**src/rtl/pts_pkg.sv**
```systemverilog
package pts_pkg;

    // States of the edge machine
    typedef enum logic [1:0] {
        ST_ARMED = 2'd0,
        ST_FIRE  = 2'd1,
        ST_HELD  = 2'd2
    } pts_state_e;

    localparam int unsigned PTS_MIN_STAGES = 2;

endpackage

```
**src/rtl/pts_sync_chain.sv**
```systemverilog
module pts_sync_chain #(
    parameter int unsigned STAGES = 2
) (
    input  logic clk,
    input  logic arst,
    input  logic async_d,
    output logic sync_q
);

    localparam int unsigned LAST = STAGES - 1;

    logic [STAGES-1:0] stage_q;

    // One flop per stage; stage 0 samples the foreign signal.
    for (genvar gi = 0; gi < STAGES; gi++) begin : g_stage
        if (gi == 0) begin : g_first
            always_ff @(posedge clk or posedge arst) begin
                if (arst) stage_q[gi] <= 1'b0;
                else      stage_q[gi] <= async_d;
            end
        end else begin : g_next
            always_ff @(posedge clk or posedge arst) begin
                if (arst) stage_q[gi] <= 1'b0;
                else      stage_q[gi] <= stage_q[gi-1];
            end
        end
    end

    assign sync_q = stage_q[LAST];

    // chain is cleared whenever reset is seen at a clock edge
    p_chain_clear_r1: assert property (@(posedge clk) arst |-> (stage_q == '0))
        else $error("R1: synchronizer not cleared in reset");

endmodule

```
**src/rtl/pts_edge_fsm.sv**
```systemverilog
module pts_edge_fsm
    import pts_pkg::*;
(
    input  logic clk,
    input  logic arst,
    input  logic level_i,
    output logic tick_o
);

    pts_state_e state_q;
    pts_state_e state_d;

    // Next-state logic
    always_comb begin
        state_d = state_q;
        unique case (state_q)
            ST_ARMED: if (level_i)  state_d = ST_FIRE;
            ST_FIRE:  state_d = level_i ? ST_HELD : ST_ARMED;
            ST_HELD:  if (!level_i) state_d = ST_ARMED;
            default:  state_d = ST_ARMED;
        endcase
    end

    // State register
    always_ff @(posedge clk or posedge arst) begin
        if (arst) state_q <= ST_ARMED;
        else      state_q <= state_d;
    end

    // Output decode
    always_comb begin
        tick_o = 1'b0;
        unique case (state_q)
            ST_FIRE:  tick_o = 1'b1;
            ST_ARMED,
            ST_HELD:  tick_o = 1'b0;
            default:  tick_o = 1'b0;
        endcase
    end

    p_armed_in_reset_r1: assert property (@(posedge clk) arst |-> (state_q == ST_ARMED))
        else $error("R1: machine not armed in reset");

    p_fire_on_rise_r2: assert property (@(posedge clk) disable iff (arst)
        (state_q == ST_ARMED && level_i) |=> tick_o)
        else $error("R2: rise of synchronized level did not fire");

    p_tick_after_level_r2: assert property (@(posedge clk) disable iff (arst)
        tick_o |-> $past(level_i))
        else $error("R2: pulse without preceding synchronized high");

    p_single_cycle_r3: assert property (@(posedge clk) disable iff (arst)
        tick_o |=> !tick_o)
        else $error("R3: pulse wider than one cycle");

    p_no_refire_r4: assert property (@(posedge clk) disable iff (arst)
        (state_q == ST_HELD) |=> !tick_o)
        else $error("R4: re-fire while input held");

    p_quiet_in_reset_r8: assert property (@(posedge clk) arst |-> !tick_o)
        else $error("R8: pulse during reset");

    p_no_fall_fire_r9: assert property (@(posedge clk) disable iff (arst)
        (!level_i && state_q != ST_ARMED) |=> !tick_o)
        else $error("R9: pulse on falling level");

endmodule

```
**src/rtl/pps_tick_shaper.sv**
```systemverilog
module pps_tick_shaper
    import pts_pkg::*;
#(
    parameter int unsigned SYNC_STAGES = 2
) (
    input  logic clk,
    input  logic arst,
    input  logic pulse_in,
    output logic tick_out
);

    localparam int unsigned STAGES_USED =
        (SYNC_STAGES < PTS_MIN_STAGES) ? PTS_MIN_STAGES : SYNC_STAGES;

    logic level_sync;

    pts_sync_chain #(
        .STAGES (STAGES_USED)
    ) u_sync (
        .clk     (clk),
        .arst    (arst),
        .async_d (pulse_in),
        .sync_q  (level_sync)
    );

    pts_edge_fsm u_fsm (
        .clk     (clk),
        .arst    (arst),
        .level_i (level_sync),
        .tick_o  (tick_out)
    );

endmodule

```
**config.mk**
```make
export PLATFORM = sky130hd
export DESIGN_NAME = pps_tick_shaper
export DESIGN_NICKNAME = d
export VERILOG_FILES = /design/src/rtl/pts_pkg.sv /design/src/rtl/pts_sync_chain.sv /design/src/rtl/pts_edge_fsm.sv /design/src/rtl/pps_tick_shaper.sv
export SDC_FILE = /design/constraint.sdc
export NUM_CORES = 1
export LEC_CHECK = 0
export BUFFER_PORTS_ARGS = -buffer_cell sky130_fd_sc_hd__buf_2
export CAP_MARGIN = 10
export CORE_AREA = 2 2 39 41
export CTS_CLUSTER_SIZE = 14
export DETAILED_ROUTE_END_ITERATION = 16
export DIE_AREA = 0 0 41 43
export GPL_TIMING_DRIVEN = 0
export PLACE_DENSITY = 0.3
export SLEW_MARGIN = 20
export SYNTH_ARGS = -nofsm -noshare
export SYNTH_HDL_FRONTEND = slang
export SYNTH_SLANG_ARGS = --single-unit
```
**constraint.sdc**
```tcl
create_clock -name clk -period 1 [get_ports clk]
set_input_delay 0.1 -clock clk [delete_from_list [all_inputs] [get_ports clk]]
set_output_delay 0.1 -clock clk [all_outputs]
set_load 0.005 [all_outputs]
```
Yosys cells after proc, flatten, opt, wreduce, memory -nomap -nowiden

Index checks and enable logic that the tools add are counted.

Register bits: 4
Latch bits: 0
Memory bits (writable): 0
Memory bits (read-only): 0
Output and inout port bits: 1
Memories: 0

$add $sub $neg: 0
Multipliers: 0
Divide/modulo/power cells: 0
Magnitude comparators: 0
Equal/unequal tests: 4
Shift operators: 0
Multiplexer cells: 5
Bitwise logic cells: 0
Reduce and logical (&&, ||, !) cells: 2

Operators with widths:

| operator             | count |
|---|---|
| $mux W2              | 3 |
| $pmux W2 S3          | 1 |
| $ne A2 B2 Y1 const B | 2 |
| $eq A2 B1 Y1 const B | 1 |
| $eq A2 B2 Y1 const B | 1 |
| $logic_not A2 Y1     | 1 |
| $reduce_and A2 Y1    | 1 |
| $mux W1              | 1 |

Longest topological paths before layout

Word-level depth: 3
Mapped depth: 2
Depth with buffers taken out: 2

Modules after synthesis

A second synthesis with hierarchy kept.

Cell total of the unflattened synthesis: 10
Area total of the unflattened synthesis: 142.6 µm²

Modules (own cells, without submodules):

| module         | instances | cells an instance | area an instance (µm²) |
|---|---|---|---|
| pts_edge_fsm   | 1         | 7                 | 88.8 |
| pts_sync_chain | 1         | 3                 | 53.8 |

Worst setup path before layout

OpenSTA, ideal clock, no wires.

Path type: register -> register
From: register u_fsm.state_q[1]
To: register u_fsm.state_q[1]
Library setup time: 119 ps
Arrival: 673 ps
Data required time: 881 ps
Path slack: 209 ps
Cell stages (with the launch flop): 3
Path buffers: 0
Clock period less this slack: 791 ps
Path through: dfrtp_1 -> nor2b_1 -> o21a_1

Word-level cells in the longest chain between the ends: 3

Ends and longest elaborated chain:

| what                                                    | line               | RTL |
|---|---|---|
| from (decl)                                             | pts_edge_fsm.sv:10 | `pts_state_e state_q;` |
| from (signal assigned)                                  | pts_edge_fsm.sv:27 | `else state_q <= state_d;` |
| $eq A2 B2 Y1 / $logic_not A2 Y1 (equally long branches) | pts_edge_fsm.sv:16 | `unique case (state_q)` |
| $ne A2 B2 Y1 (no source line)                           | n/a                |  |
| $reduce_and A2 Y1 (no source line)                      | n/a                |  |

Parallel ways exist; a longest one is shown, timed or not.
A chain may end at the register's enable or synchronous reset.

Final worst setup path

From: register u_fsm.state_q[0]
To: output tick_out

Word-level cells in the longest chain between the ends: 2

Ends and longest elaborated chain:

| what         | line                 | RTL |
|---|---|---|
| $eq A2 B1 Y1 | pts_edge_fsm.sv:33   | `unique case (state_q)` |
| $mux W1      | pts_edge_fsm.sv:33   |  |
| to (decl)    | pps_tick_shaper.sv:9 | `output logic tick_out` |

No other way between the ends.

==> results_dict.tcl <==
set metrics [dict create \
    dr.pass1.iters 2 \
    rsz0062_at_grt "yes" \
    totalWireLength_microns 203 \
    synthCells 9 \
    fp.dieW_microns 41 \
    finClkSkew_ns 0.0008097 \
    crit_chain "nor2b_4 -> buf_2" \
    wl_per_cell_microns 6.152 \
    post_dp_cell_area_sq_um 173.9 \
    startpoint_type "register" \
    cts.clk_slew.worst_paths_ns 0.04 \
    cts_made_buffers 3 \
    crit_slowest_cell "dfrtp_1" \
    pre_cts_slack_ns 0.1803 \
    worstPathMaxFanout 3 \
    tns_ns 0 \
    peakVddDrop_mv 0.4964 \
    mostFrequentLayoutCells "4 x dfrtp_1, 3 x clkbuf_4, 3 x buf_2" \
    clkSinkCount 4 \
    crit_path_max_incr_delay_ns 0.39 \
    ys_seq_area_share_pct 72.07 \
    drc 0 \
    antenna_found_initial 0 \
    cts.path.max_buffers 2 \
    tightest_slew_ns 0.1565 \
    insertion_delay_ns 0.23 \
    required_ns 0.90 \
    max_freq_ghz 1.031 \
    setup_violations 0 \
    synth-seq-cells 4 \
    drt_first_iter_violations 1 \
    core_sq_um 1384 \
    final_hold_viol_count 0 \
    stdcell_area_sq_um 216.5 \
    hpwl_microns 144.3 \
    synthesis.nets 12 \
    min_period_ns 0.9696 \
    synth_area_leaders "dfrtp_1 72%, nor2b_4 9.9%, nor3b_1 5.4%, o21a_1 5.4%, nor2b_1 4.5%" \
    ant_nets 0 \
    io_buffers 3 \
    via_per_inst 2.727 \
    grt_pass1_wl_microns 427 \
    avgSynthCellArea_sq_um 15.43 \
    mostFrequentLayoutCell "dfrtp_1" \
    synth_top_area_cell "dfrtp_1" \
    layout.nets 22 \
    areaGrowthSynthToFinish_pct 55.86 \
    cpLargestDelayFamily "flip-flops" \
    die_h_microns 43 \
    grt_max_degree 5 \
    cts-htree-levels 1 \
    final_util_pct 15.64 \
    rows 14 \
    vias 90 \
    synth_top_area_share_pct 72.07 \
    fillers 157 \
    cp_num_buf_inv 1 \
    syn_area_sq_um 138.9 \
    status "finished clean" \
    p_leak_nw 0.1026 \
    overflow 0 \
    post-route-worst-setup-slack_ns 0.03044 \
    synth_cell_type_count 6 \
    post_cts_buffers 0 \
    critPathCaptureType "output port" \
    drive_gt1_share_pct 41.18 \
    start_util_pct 10.04 \
    root_buffer "clkbuf_4" \
    hp-class "primary input to async pin" \
    slew_headroom_pct 89.54 \
    grt_util_all_layers_pct 4.137 \
    grt_pass1_vias 119 \
    critPathArrivalTime_ns 0.87 \
    cts-resized-gates 0 \
    dieArea_sq_um 1763 \
    ys.warnings.count 0 \
    diodes 0 \
    fin_crit_sh_pct 96.96 \
    crit_type "register to output port" \
    cts_tree "done" \
    powerDensity_nw_per_um2 1924 \
    drv_slew 0 \
    gp_congestion 0.5073 \
    ios 4 \
    cap_violations 0 \
]
## worst min-delay path, delay by kind of cell
family                 cells  cell delay (ns)
buffers and inverters      3             0.78
## power by group
group	leakage, nW	internal, W	switching, W
combinational	0.0395	0.0000255	0.0000126
sequential	0.0493	0.000176	0.0000104
clock	0.0138	0.000134	0.0000581
## layout make-up
class | instances | area, sq um | share of cell area [%]
Multi-Input combinational cell | 4 | 35.03 | 16.18
Tap cell | 16 | 20.02 | 9.249
Clock buffer | 3 | 22.52 | 10.40
Timing Repair Buffer | 5 | 35.03 | 16.18
Inverter | 1 | 3.754 | 1.734
Sequential cell | 4 | 100.1 | 46.24
## worst paths after layout
path	startpoint	end	slack, ns	cells past startpoint
max	u_fsm.state_q[0]	tick_out	0.03	2
min	arst	u_fsm.state_q[0]	0.30	3
max reg2reg	u_fsm.state_q[1]	u_fsm.state_q[1]	0.18	2
min reg2reg	u_sync.stage_q[0]	u_sync.sync_q	0.35	0
max in group asynchronous	arst	u_sync.stage_q[0]	0.55	3
min in group clk	u_sync.stage_q[0]	u_sync.sync_q	0.35	0
## flip-flops by register name (all words and copies together) (netlist names)
name / flops
u_sync.stage_q: 1
u_sync.sync_q: 1
u_fsm.state_q: 2
## cells in the mapped netlist
library cell,instances
nor3b_1,1
inv_1,1
nor2b_4,1
nor2b_1,1
o21a_1,1
dfrtp_1,4
## repair_timing
action	CTS	global route
endpoints found under the hold margin	5	0
endpoints found under the setup margin	0	1
hold buffers	2	0
## stage by stage
stage               hold slack (ns)  cells  total power [W]
floorplan                   -0.1339      9        0.0002084
global placement           -0.02169     28        0.0002190
detailed placement         -0.01123     28        0.0002213
CTS                          0.2857     33        0.0004295
global route                 0.3203     33        0.0004476
finish                       0.2952     33        0.0004164
## per-layer routing
layer	track usage (%)	vias up	wire length, microns
met5	0	-	0
li1	-	45	-
met1	3.922	41	89
met3	4.712	0	22
met4	4.000	0	0
met2	4.375	4	91
## logic make-up (layout without fill, tap and decap cells)
kind of cell | after synthesis | count (layout) | synth area share [%]
buffers and inverters | 1 | 9 | 2.700
flip-flops | 4 | 4 | 72.07
AND/OR/NAND/NOR | 3 | 3 | 19.82
AO/OA/AOI/OAI | 1 | 1 | 5.407
Power figures use the tool's default switching activity.
